<file path="config.mk">
export PLATFORM = sky130hd
export DESIGN_NAME = cfg_cycle_decoder
export DESIGN_NICKNAME = d
export VERILOG_FILES = /design/src/rtl/cfgdec_pkg.sv /design/src/rtl/cfgdec_datapath.sv /design/src/rtl/cfgdec_ctrl.sv /design/src/rtl/cfg_cycle_decoder.sv
export SDC_FILE = /design/constraint.sdc
export NUM_CORES = 1
export LEC_CHECK = 0
export ABC_AREA = 1
export ABC_CLOCK_PERIOD_IN_PS = 6200
export BUFFER_PORTS_ARGS = -buffer_cell sky130_fd_sc_hd__buf_2
export CAP_MARGIN = 5
export CORE_ASPECT_RATIO = 1.25
export CORE_UTILIZATION = 50
export DETAILED_ROUTE_END_ITERATION = 12
export GPL_ROUTABILITY_DRIVEN = 0
export PLACE_DENSITY_LB_ADDON = 0.1
export SYNTH_ARGS = -nofsm -noshare
export SYNTH_HDL_FRONTEND = slang
export SYNTH_SLANG_ARGS = --single-unit
</file>
<file path="constraint.sdc">
create_clock -name clk -period 6.2 [get_ports clk]
set_input_delay 1.24 -clock clk [delete_from_list [all_inputs] [get_ports clk]]
set_output_delay 1.24 -clock clk [all_outputs]
set_load 0.02 [all_outputs]
</file>
<file path="src/rtl/cfgdec_pkg.sv">
package cfgdec_pkg;

  typedef enum logic [2:0] {
    RG_MISS,
    RG_DIRECT,
    RG_INDEX,
    RG_DATA,
    RG_IACK
  } region_e;

  typedef struct packed {
    region_e region;
    logic    sizeOk;
    logic    legacyOn;
  } decode_t;

  typedef enum logic [2:0] {
    RD_ZERO,
    RD_CFG,
    RD_IACK,
    RD_INDEX,
    RD_ONES
  } rdsel_e;

  typedef struct packed {
    logic   issueCfg;
    logic   writeIndex;
    logic   loadRsp;
    rdsel_e rdSel;
  } strobe_t;

  function automatic logic [31:0] swapBytes(input logic [31:0] w);
    return {w[7:0], w[15:8], w[23:16], w[31:24]};
  endfunction

endpackage

</file>
<file path="src/rtl/cfgdec_datapath.sv">
module cfgdec_datapath
  import cfgdec_pkg::*;
#(
  parameter logic [31:0] CFG_BASE      = 32'h8080_0000,
  parameter int          WIN_LOG2      = 22,
  parameter int          SEL_LSB       = 11,
  parameter int          SEL_BITS      = 11,
  parameter logic [31:0] IDX_ADDR      = 32'h0000_0CF8,
  parameter logic [31:0] DATA_ADDR     = 32'h0000_0CFC,
  parameter logic [31:0] IACK_ADDR     = 32'hBFFF_FFF0,
  parameter int          CFG_ADDR_W    = 24,
  parameter int          NUM_SLOTS     = 4,
  parameter int          PINS_PER_SLOT = 4,
  parameter int          NUM_IRQ       = 4
) (
  input  logic                               clk,
  input  logic                               rstN,
  input  logic                               reqIo,
  input  logic                               reqWrite,
  input  logic [31:0]                        reqAddr,
  input  logic [1:0]                         reqSize,
  input  logic [31:0]                        reqWdata,
  output decode_t                            decode,
  input  strobe_t                            strobe,
  input  logic [31:0]                        cfgRspData,
  input  logic [7:0]                         iackVector,
  output logic [CFG_ADDR_W-1:0]              cfgReqAddr,
  output logic [3:0]                         cfgReqBe,
  output logic [31:0]                        cfgReqWdata,
  output logic [31:0]                        rspRdata,
  input  logic [NUM_SLOTS*PINS_PER_SLOT-1:0] intPins,
  output logic [NUM_IRQ-1:0]                 irqOut
);

  localparam int DEV_W = $clog2(SEL_BITS + 1);

  logic [DEV_W-1:0]      devNum;
  logic [3:0]            laneBe;
  logic                  laneOk;
  region_e               region;
  logic [31:0]           indexReg;
  logic                  swapHeld;
  logic [CFG_ADDR_W-1:0] directAddr;
  logic [CFG_ADDR_W-1:0] legacyAddr;

  // lowest set select bit wins; none set selects SEL_BITS
  always_comb begin
    devNum = DEV_W'(SEL_BITS);
    for (int i = SEL_BITS - 1; i >= 0; i--) begin
      if (reqAddr[SEL_LSB + i]) devNum = DEV_W'(i);
    end
  end

  always_comb begin
    laneBe = 4'b0000;
    laneOk = 1'b0;
    case (reqSize)
      2'd0: begin laneBe = 4'b0001 << reqAddr[1:0]; laneOk = 1'b1; end
      2'd1: begin laneBe = 4'b0011 << reqAddr[1:0]; laneOk = !reqAddr[0]; end
      2'd2: begin laneBe = 4'b1111; laneOk = (reqAddr[1:0] == 2'b00); end
      default: ;
    endcase
  end

  always_comb begin
    region = RG_MISS;
    if (!reqIo && reqAddr[31:WIN_LOG2] == CFG_BASE[31:WIN_LOG2]) region = RG_DIRECT;
    else if (!reqIo && reqAddr == IACK_ADDR)                     region = RG_IACK;
    else if (reqIo && reqAddr[31:2] == IDX_ADDR[31:2])           region = RG_INDEX;
    else if (reqIo && reqAddr[31:2] == DATA_ADDR[31:2])          region = RG_DATA;
  end

  always_comb begin
    decode.region   = region;
    decode.legacyOn = indexReg[31];
    case (region)
      RG_INDEX: decode.sizeOk = laneOk && (reqSize == 2'd2);
      RG_IACK:  decode.sizeOk = reqWrite || (reqSize == 2'd0);
      default:  decode.sizeOk = laneOk;
    endcase
  end

  assign directAddr = (CFG_ADDR_W'(devNum) << SEL_LSB)
                    | CFG_ADDR_W'(reqAddr[SEL_LSB-1:0]);
  assign legacyAddr = {indexReg[CFG_ADDR_W-1:2], reqAddr[1:0]};

  always_ff @(posedge clk) begin
    if (!rstN) begin
      cfgReqAddr  <= '0;
      cfgReqBe    <= '0;
      cfgReqWdata <= '0;
      swapHeld    <= 1'b0;
      indexReg    <= '0;
      rspRdata    <= '0;
    end else begin
      if (strobe.issueCfg) begin
        swapHeld    <= (region == RG_DATA);
        cfgReqAddr  <= (region == RG_DATA) ? legacyAddr : directAddr;
        cfgReqBe    <= laneBe;
        cfgReqWdata <= (region == RG_DATA) ? swapBytes(reqWdata) : reqWdata;
      end
      if (strobe.writeIndex) indexReg <= swapBytes(reqWdata);
      if (strobe.loadRsp) begin
        case (strobe.rdSel)
          RD_CFG:   rspRdata <= swapHeld ? swapBytes(cfgRspData) : cfgRspData;
          RD_IACK:  rspRdata <= {24'h0, iackVector};
          RD_INDEX: rspRdata <= swapBytes(indexReg);
          RD_ONES:  rspRdata <= '1;
          default:  rspRdata <= '0;
        endcase
      end
    end
  end

  for (genvar k = 0; k < NUM_IRQ; k++) begin : g_irq
    logic anyHit;
    always_comb begin
      anyHit = 1'b0;
      for (int s = 0; s < NUM_SLOTS; s++) begin
        for (int p = 0; p < PINS_PER_SLOT; p++) begin
          if (((p + s) % 2) == k) anyHit = anyHit | intPins[s*PINS_PER_SLOT + p];
        end
      end
    end
    assign irqOut[k] = anyHit;
  end

endmodule

</file>
<file path="src/rtl/cfgdec_ctrl.sv">
module cfgdec_ctrl
  import cfgdec_pkg::*;
(
  input  logic    clk,
  input  logic    rstN,
  input  logic    reqValid,
  input  logic    reqWrite,
  input  decode_t decode,
  input  logic    cfgRspValid,
  input  logic    iackValid,
  output logic    reqReady,
  output logic    claim,
  output strobe_t strobe,
  output logic    cfgReqValid,
  output logic    cfgReqWrite,
  output logic    iackReq,
  output logic    rspValid,
  output logic    rspError
);

  typedef enum logic [1:0] {ST_IDLE, ST_CFG, ST_IACK} state_e;

  state_e state, nextState;
  logic   accept, goCfg, goIack, respond, respondErr;

  assign reqReady = (state == ST_IDLE);
  assign accept   = reqValid && reqReady && (decode.region != RG_MISS);
  assign claim    = accept;

  always_comb begin
    strobe     = '0;
    goCfg      = 1'b0;
    goIack     = 1'b0;
    respond    = 1'b0;
    respondErr = 1'b0;
    nextState  = state;
    case (state)
      ST_IDLE: if (accept) begin
        if (!decode.sizeOk) begin
          respond = 1'b1; respondErr = 1'b1; strobe.loadRsp = 1'b1;
        end else begin
          case (decode.region)
            RG_DIRECT: goCfg = 1'b1;
            RG_DATA: begin
              if (decode.legacyOn) goCfg = 1'b1;
              else begin
                respond = 1'b1; strobe.loadRsp = 1'b1;
                strobe.rdSel = reqWrite ? RD_ZERO : RD_ONES;
              end
            end
            RG_INDEX: begin
              respond = 1'b1; strobe.loadRsp = 1'b1;
              strobe.writeIndex = reqWrite;
              strobe.rdSel = reqWrite ? RD_ZERO : RD_INDEX;
            end
            RG_IACK: begin
              if (reqWrite) begin respond = 1'b1; strobe.loadRsp = 1'b1; end
              else goIack = 1'b1;
            end
            default: ;
          endcase
        end
      end
      ST_CFG: if (cfgRspValid) begin
        respond = 1'b1; strobe.loadRsp = 1'b1;
        strobe.rdSel = cfgReqWrite ? RD_ZERO : RD_CFG;
        nextState = ST_IDLE;
      end
      ST_IACK: if (iackValid) begin
        respond = 1'b1; strobe.loadRsp = 1'b1; strobe.rdSel = RD_IACK;
        nextState = ST_IDLE;
      end
      default: nextState = ST_IDLE;
    endcase
    strobe.issueCfg = goCfg;
    if (goCfg)  nextState = ST_CFG;
    if (goIack) nextState = ST_IACK;
  end

  always_ff @(posedge clk) begin
    if (!rstN) begin
      state       <= ST_IDLE;
      cfgReqValid <= 1'b0;
      cfgReqWrite <= 1'b0;
      iackReq     <= 1'b0;
      rspValid    <= 1'b0;
      rspError    <= 1'b0;
    end else begin
      state       <= nextState;
      cfgReqValid <= goCfg;
      iackReq     <= goIack;
      rspValid    <= respond;
      rspError    <= respondErr;
      if (goCfg) cfgReqWrite <= reqWrite;
    end
  end

endmodule

</file>
<file path="src/rtl/cfg_cycle_decoder.sv">
module cfg_cycle_decoder
  import cfgdec_pkg::*;
#(
  parameter logic [31:0] CFG_BASE      = 32'h8080_0000,
  parameter int          WIN_LOG2      = 22,
  parameter int          SEL_LSB       = 11,
  parameter int          SEL_BITS      = 11,
  parameter logic [31:0] IDX_ADDR      = 32'h0000_0CF8,
  parameter logic [31:0] DATA_ADDR     = 32'h0000_0CFC,
  parameter logic [31:0] IACK_ADDR     = 32'hBFFF_FFF0,
  parameter int          CFG_ADDR_W    = 24,
  parameter int          NUM_SLOTS     = 4,
  parameter int          PINS_PER_SLOT = 4,
  parameter int          NUM_IRQ       = 4
) (
  input  logic                               clk,
  input  logic                               rstN,
  input  logic                               reqValid,
  input  logic                               reqIo,
  input  logic                               reqWrite,
  input  logic [31:0]                        reqAddr,
  input  logic [1:0]                         reqSize,
  input  logic [31:0]                        reqWdata,
  output logic                               reqReady,
  output logic                               claim,
  output logic                               rspValid,
  output logic                               rspError,
  output logic [31:0]                        rspRdata,
  output logic                               cfgReqValid,
  output logic                               cfgReqWrite,
  output logic [CFG_ADDR_W-1:0]              cfgReqAddr,
  output logic [3:0]                         cfgReqBe,
  output logic [31:0]                        cfgReqWdata,
  input  logic                               cfgRspValid,
  input  logic [31:0]                        cfgRspData,
  output logic                               iackReq,
  input  logic                               iackValid,
  input  logic [7:0]                         iackVector,
  input  logic [NUM_SLOTS*PINS_PER_SLOT-1:0] intPins,
  output logic [NUM_IRQ-1:0]                 irqOut
);

  decode_t decode;
  strobe_t strobe;

  cfgdec_ctrl u_ctrl (
    .clk(clk), .rstN(rstN), .reqValid(reqValid), .reqWrite(reqWrite),
    .decode(decode), .cfgRspValid(cfgRspValid), .iackValid(iackValid),
    .reqReady(reqReady), .claim(claim), .strobe(strobe),
    .cfgReqValid(cfgReqValid), .cfgReqWrite(cfgReqWrite), .iackReq(iackReq),
    .rspValid(rspValid), .rspError(rspError)
  );

  cfgdec_datapath #(
    .CFG_BASE(CFG_BASE), .WIN_LOG2(WIN_LOG2), .SEL_LSB(SEL_LSB),
    .SEL_BITS(SEL_BITS), .IDX_ADDR(IDX_ADDR), .DATA_ADDR(DATA_ADDR),
    .IACK_ADDR(IACK_ADDR), .CFG_ADDR_W(CFG_ADDR_W), .NUM_SLOTS(NUM_SLOTS),
    .PINS_PER_SLOT(PINS_PER_SLOT), .NUM_IRQ(NUM_IRQ)
  ) u_dp (
    .clk(clk), .rstN(rstN), .reqIo(reqIo), .reqWrite(reqWrite),
    .reqAddr(reqAddr), .reqSize(reqSize), .reqWdata(reqWdata),
    .decode(decode), .strobe(strobe), .cfgRspData(cfgRspData),
    .iackVector(iackVector), .cfgReqAddr(cfgReqAddr), .cfgReqBe(cfgReqBe),
    .cfgReqWdata(cfgReqWdata), .rspRdata(rspRdata), .intPins(intPins),
    .irqOut(irqOut)
  );

endmodule

</file>
Yosys cells after proc, flatten, opt, wreduce, memory -nomap -nowiden:

Index checks and enable logic that the tools add are counted.

* bits in writable memories: 0
* latch bits: 0
* memories kept: 0
* memory bits (read-only): 0
* bits in registers: 132
* word-level logic and storage cells: 132

* div/mod/pow operators: 0
* $lt $le $gt $ge: 0
* multipliers: 0
* shift operators: 2
* muxes and demuxes: 61
* reductions and logical operators: 18
* bitwise operators: 16
* eq/ne operators: 22
* add/sub/neg operators: 0

Operators by type and width (count)
* $pmux 32 s4: 1
* $mux 32: 2
* $eq 30x10->1 const B: 2
* $mux 4: 13
* $eq 32x32->1 const B: 1
* $mux 24: 1
* $pmux 4 s3: 2
* $mux 1: 22
* $mux 3: 5
* $or 15x11->15: 1
* $or 1x1->1: 14
* $eq 3x2->1 const B: 4
* $mux 2: 6
* $pmux 1 s3: 4
* $eq 10x10->1 const B: 1
* $reduce_and 3->1: 3
* $ne 4x2->1 const B: 2
* $logic_and 1x1->1: 7
* $eq 3x1->1 const B: 2
* $eq 3x3->1 const B: 2
* $logic_not 2->1: 3
* $ne 3x2->1 const B: 2
* $pmux 2 s3: 1
* $pmux 3 s2: 1
* 13 further kinds: 17

Longest topological paths before layout:

* depth in word-level cells: 13
* gate-level depth with buffers: 16
* depth with buffers taken out: 14

Hierarchy:

From an unflattened synthesis, not the netlist that was laid out.

* cells, all modules: 1057
* area total of the unflattened synthesis: 7189.4 µm²

By module, submodules not included
* cfgdec_datapath: cells each 996, seq. area each 2502.4 µm², area an instance 6760.2 µm², instances 1
* cfgdec_ctrl: cells each 61, seq. area each 140.1 µm², area an instance 429.2 µm², instances 1

Least setup slack after synthesis:

No wires, ideal clock.

* path type: input to output
* start: input port reqAddr[28]
* end: output port claim
* arrival time: 2089 ps
* slack: 2871 ps
* stages on the path: 7
* data required time: 4960 ps
* buffers on the path: 0
* path through: nor2_1 nand3_1 nor2_4 nand3_2 nand2_1 nor2_1 nor2_4

* cells in the longest elaborated chain, start to end: 8

RTL lines
* from (decl): line cfg_cycle_decoder.sv:21 `input logic [31:0] reqAddr,`
* $eq 30x10->1: line cfgdec_datapath.sv:70 `else if (reqIo && reqAddr[31:2] == DATA_ADDR[31:2]) region = RG_DATA;`
* $logic_and 1x1->1: line cfgdec_datapath.sv:70
* $mux 2: line cfgdec_datapath.sv:70
* $mux 3: line cfgdec_datapath.sv:69 `else if (reqIo && reqAddr[31:2] == IDX_ADDR[31:2]) region = RG_INDEX;`
* $mux 3: line cfgdec_datapath.sv:68 `else if (!reqIo && reqAddr == IACK_ADDR) region = RG_IACK;`
* $mux 3 *: line cfgdec_datapath.sv:67 `if (!reqIo && reqAddr[31:WIN_LOG2] == CFG_BASE[31:WIN_LOG2]) region = RG_DIRECT;`
* $reduce_bool 3->1 *: line cfgdec_ctrl.sv:27 `assign accept = reqValid && reqReady && (decode.region != RG_MISS);`
* $logic_and 1x1->1 *: line cfgdec_ctrl.sv:27
* to (decl): line cfg_cycle_decoder.sv:25 `output logic claim,`

Mark *: on every way between the ends. The rest lies on a longest branch, timed or not.

Final worst setup path:

* start: input port reqAddr[28]
* end: register u_dp.cfgReqWdata[10]

* cells in the longest elaborated chain, start to end: 11

RTL lines
* $eq 30x10->1: line cfgdec_datapath.sv:70
* $logic_and 1x1->1: line cfgdec_datapath.sv:70
* $mux 2: line cfgdec_datapath.sv:70
* $mux 3: line cfgdec_datapath.sv:69
* $mux 3: line cfgdec_datapath.sv:68
* $mux 3 *: line cfgdec_datapath.sv:67
* $eq 3x2->1, or another cell as far along: line cfgdec_datapath.sv:100, cfgdec_ctrl.sv:42
* $pmux 1 s2, on equally long branches: line cfgdec_ctrl.sv:42, cfgdec_datapath.sv:76
* $mux 1: line cfgdec_ctrl.sv:39 `if (!decode.sizeOk) begin`
* $mux 1: line cfgdec_ctrl.sv:38 `ST_IDLE: if (accept) begin`
* $mux 1: line cfgdec_ctrl.sv:37 `case (state)`
* to (signal assigned): line cfgdec_datapath.sv:100 `cfgReqWdata <= (region == RG_DATA) ? swapBytes(reqWdata) : reqWdata;`
* to (decl): line cfgdec_datapath.sv:29 `output logic [31:0] cfgReqWdata,`

Marks and branches as above.
A chain may end at the register's enable or synchronous reset.

==> flow_metrics.env <==
export IMPL_synthAdderAreaFrac_pct=0
export IMPL_die_height_um=133
export IMPL_synth_top_family_by_area="simple AND/OR/NAND/NOR gates"
export IMPL_io_pins=232
export IMPL_drtPass1Iterations=5
export IMPL_async_reset_ff_share_pct=0
export IMPL_cts_root_buffer="clkbuf_16"
export IMPL_crit_required_ns=6.53
export IMPL_total_power_w=0.00194
export IMPL_ctsHoldBuffers=0
export IMPL_leakagePower_nw=4.06
export IMPL_reg2reg_to="u_dp.cfgReqWdata[10]"
export IMPL_yosysTopAreaCellShare_pct=38.3
export IMPL_tns_ns=0
export IMPL_setup_violations=0
export IMPL_fin_area_sq_um=8540
export IMPL_drt_initial_drc_count=494
export IMPL_syn_inst=1082
export IMPL_clk_pin_slew_ns=0.06
export IMPL_synth_edf_count=0
export IMPL_slew_violations=0
export IMPL_via_per_inst=5.28
export IMPL_core_sq_um=13300
export IMPL_syn_to_final_growth_pct=23.7
export IMPL_grt_pass1_vias=6795
export IMPL_vdd_drop_max_mv=0.145
export IMPL_synth_compound_area_share_pct=15.8
export IMPL_synthTopCellsByArea="dfxtp_1 38%, nand2_1 14%, nor2_1 12%"
export IMPL_ant_nets=0
export IMPL_hold_slack_ns=0.461
export IMPL_cellPowerDensity_nw_per_um2=228
export IMPL_cp_arrival_ns=4.21
export IMPL_r2r_slack_ns=3.22
export IMPL_ctsHtreeMaxLevel=4
export IMPL_vias=7654
export IMPL_synth_seq_cells=132
export IMPL_synth_area_sq_um=6900
export IMPL_layout_drive_gt1_share_pct=22.9
export IMPL_final_nets=1397
export IMPL_synth_most_common_cell="nand2_1"
export IMPL_hold_violations=0
export IMPL_cp_start_kind="input port"
export IMPL_cp_max_fo=58
export IMPL_hold_path_class="register to register"
export IMPL_wl_per_cell_um=15.0
export IMPL_die_area_sq_um=14300
export IMPL_yosysTopAreaCell="dfxtp_1"
export IMPL_fp_dieW_um=107
export IMPL_yosys_top_cells_count="251 x nand2_1, 213 x nor2_1, 132 x dfxtp_1"
export IMPL_rsz0062_at_grt="no"
export IMPL_track_usage_pct=30.7
export IMPL_slew_headroom_pct=23.8
export IMPL_startpoint="reqAddr[28]"
export IMPL_yosysSeqAreaShare_pct=38.3
export IMPL_rows=47
export IMPL_antenna_cells=0
export IMPL_cts_resized=0
export IMPL_synth_cell_types=32
export IMPL_synthXorXnorAreaFrac_pct=0
export IMPL_clkSinkCount=132
export IMPL_cts_buffers=17
export IMPL_fin_skew_ns=0.00786
export IMPL_whs_endpoint="u_dp.cfgReqAddr[11]"
export IMPL_syn_avg_cell_area_sq_um=6.38
export IMPL_antenna_found_initial=0
export IMPL_worstRegToRegCells=8
export IMPL_max_freq_mhz=258
export IMPL_hold_depth=2
export IMPL_worstSetupPathType="input port to register"
export IMPL_place_hpwl_mm=15.9
export IMPL_grt_pass1_wl_mm=34.0
export IMPL_fin_crit_sh_pct=62.5
export IMPL_dp_cells=1420
export IMPL_status="completed"
export IMPL_grt_max_degree=59
export IMPL_overflow=0
export IMPL_synth_ff_type="dfxtp_1"
export IMPL_min_from="u_dp.cfgReqAddr[11]"
export IMPL_wl_mm=21.8
export IMPL_critical_path_endpoint_type="register"
export IMPL_clkLatencyLatePin_ns=0.41
export IMPL_tritoncts="yes"
export IMPL_r2r_start="u_ctrl.state[1]"
export IMPL_synth_simple_gate_area_share_pct=35.8
export IMPL_post_route_drc_count=0
export IMPL_clock_path_buffers=2
export IMPL_initial_core_util_pct=51.7
export IMPL_maxCapViolCount=0
export IMPL_period_needed_ns=3.87
export IMPL_place_area_sq_um=7970
export IMPL_worstMarginPinSlew_ns=1.14
export IMPL_yosysWarnings=0
export IMPL_final_cells=1450
export IMPL_synth_area_mux_share_pct=0
export IMPL_portBuffers=229
export IMPL_post_cts_repair_setup_buffers=0
[area by class of cell]
class	count	area [sq um]
clock buffers	18	429
clock inverters	12	134
fillers	1359	4810
inverters	92	345
multi-input cells	789	3570
flip-flops and latches	132	2640
well taps	171	214
repair buffers	236	1200
[cells in the final DEF (no fill, tap or decap), drive strengths merged]
| cell | synthesis | routed |
|---|---|---|
| a211oi | 1 | 1 |
| conb | 1 | 2 |
| nand2 | 252 | 252 |
| clkbuf | 37 | 18 |
| a32oi | 1 | 1 |
| dfxtp | 132 | 132 |
| nor3 | 6 | 6 |
| buf | 33 | 236 |
| and2 | 1 | 1 |
| nor3b | 1 | 1 |
| o21ai | 79 | 79 |
| nand4 | 15 | 15 |
| o31ai | 4 | 4 |
| inv | 91 | 92 |
| a21oi | 76 | 76 |
| nor2 | 221 | 221 |
| a22oi | 1 | 1 |
| bufinv | 0 | 2 |
| clkinv | 1 | 8 |
| nand3 | 82 | 82 |
| nor4 | 7 | 7 |
| a41oi | 8 | 8 |
| o211ai | 24 | 24 |
| clkinvlp | 0 | 2 |
| or2 | 8 | 8 |
[logic make-up (layout without fill, tap and decap cells)]
family,Yosys count,after routing
and+or+nand+nor,593,593
AOI/OAI and AO/OA,194,194
buffers and inverters,162,358
DFF,132,132
other,1,2
[registers in the layout, summed over array words and instances (netlist names)]
name / count
u_dp.cfgReqAddr: 24
u_dp.swapHeld: 1
u_ctrl.cfgReqValid: 1
u_dp.rspRdata: 32
u_ctrl.iackReq: 1
u_dp.cfgReqWdata: 32
u_ctrl.rspError: 1
u_ctrl.cfgReqWrite: 1
u_dp.cfgReqBe: 4
u_ctrl.rspValid: 1
u_ctrl.state: 2
u_dp.indexReg: 32
[metal layers]
| metal | vias up | routed length (um) | track usage, % |
|---|---|---|---|
| li1 | 3870 | - | - |
| met1 | 3439 | 8980 | 37.2 |
| met2 | 291 | 10600 | 51.7 |
| met3 | 54 | 1230 | 4.99 |
| met4 | 0 | 939 | 16.6 |
| met5 | - | 0 | 0 |
[power by group]
| group | switching [W] | internal [W] | leakage [nW] |
|---|---|---|---|
| sequential | 0.000000000237 | 0.000848 | 1.06 |
| combinational | 0.0000773 | 0.0000462 | 2.72 |
| clock | 0.000385 | 0.000588 | 0.272 |
[critical path, cell delays in order]
cell and delay (ns):
buf_2 0.11, nor2_1 0.15, nand3_1 0.17, nor2_4 0.21, nand3_1 0.14, nand3_1 0.11
nor2_1 0.06, nor2_2 0.07, buf_4 0.38, nand2_4 0.44, inv_2 0.77, nand2_1 0.14
a21oi_1 0.17
[how the worst max path moves through the flow]
stage                     cells after the start  slack, ns              endpoint
after floorplan                               7       2.87                 claim
final                                        13       2.33  u_dp.cfgReqWdata[10]
after global routing                         15       1.88  u_dp.cfgReqWdata[18]
after detailed placement                     13       1.91  u_dp.cfgReqWdata[20]
after CTS                                    13       2.34  u_dp.cfgReqWdata[10]
after global placement                       13       1.97      u_dp.cfgReqBe[3]
[per-stage QoR]
step | utilization [%] | worst slack [ns]
floorplan | - | 2.87
global placement | 59.7 | 1.97
detailed placement | 59.7 | 1.91
CTS | 63.9 | 2.34
global route | 63.9 | 1.88
finish | 63.9 | 2.33
Note: power is estimated with default switching activity, not from simulation.
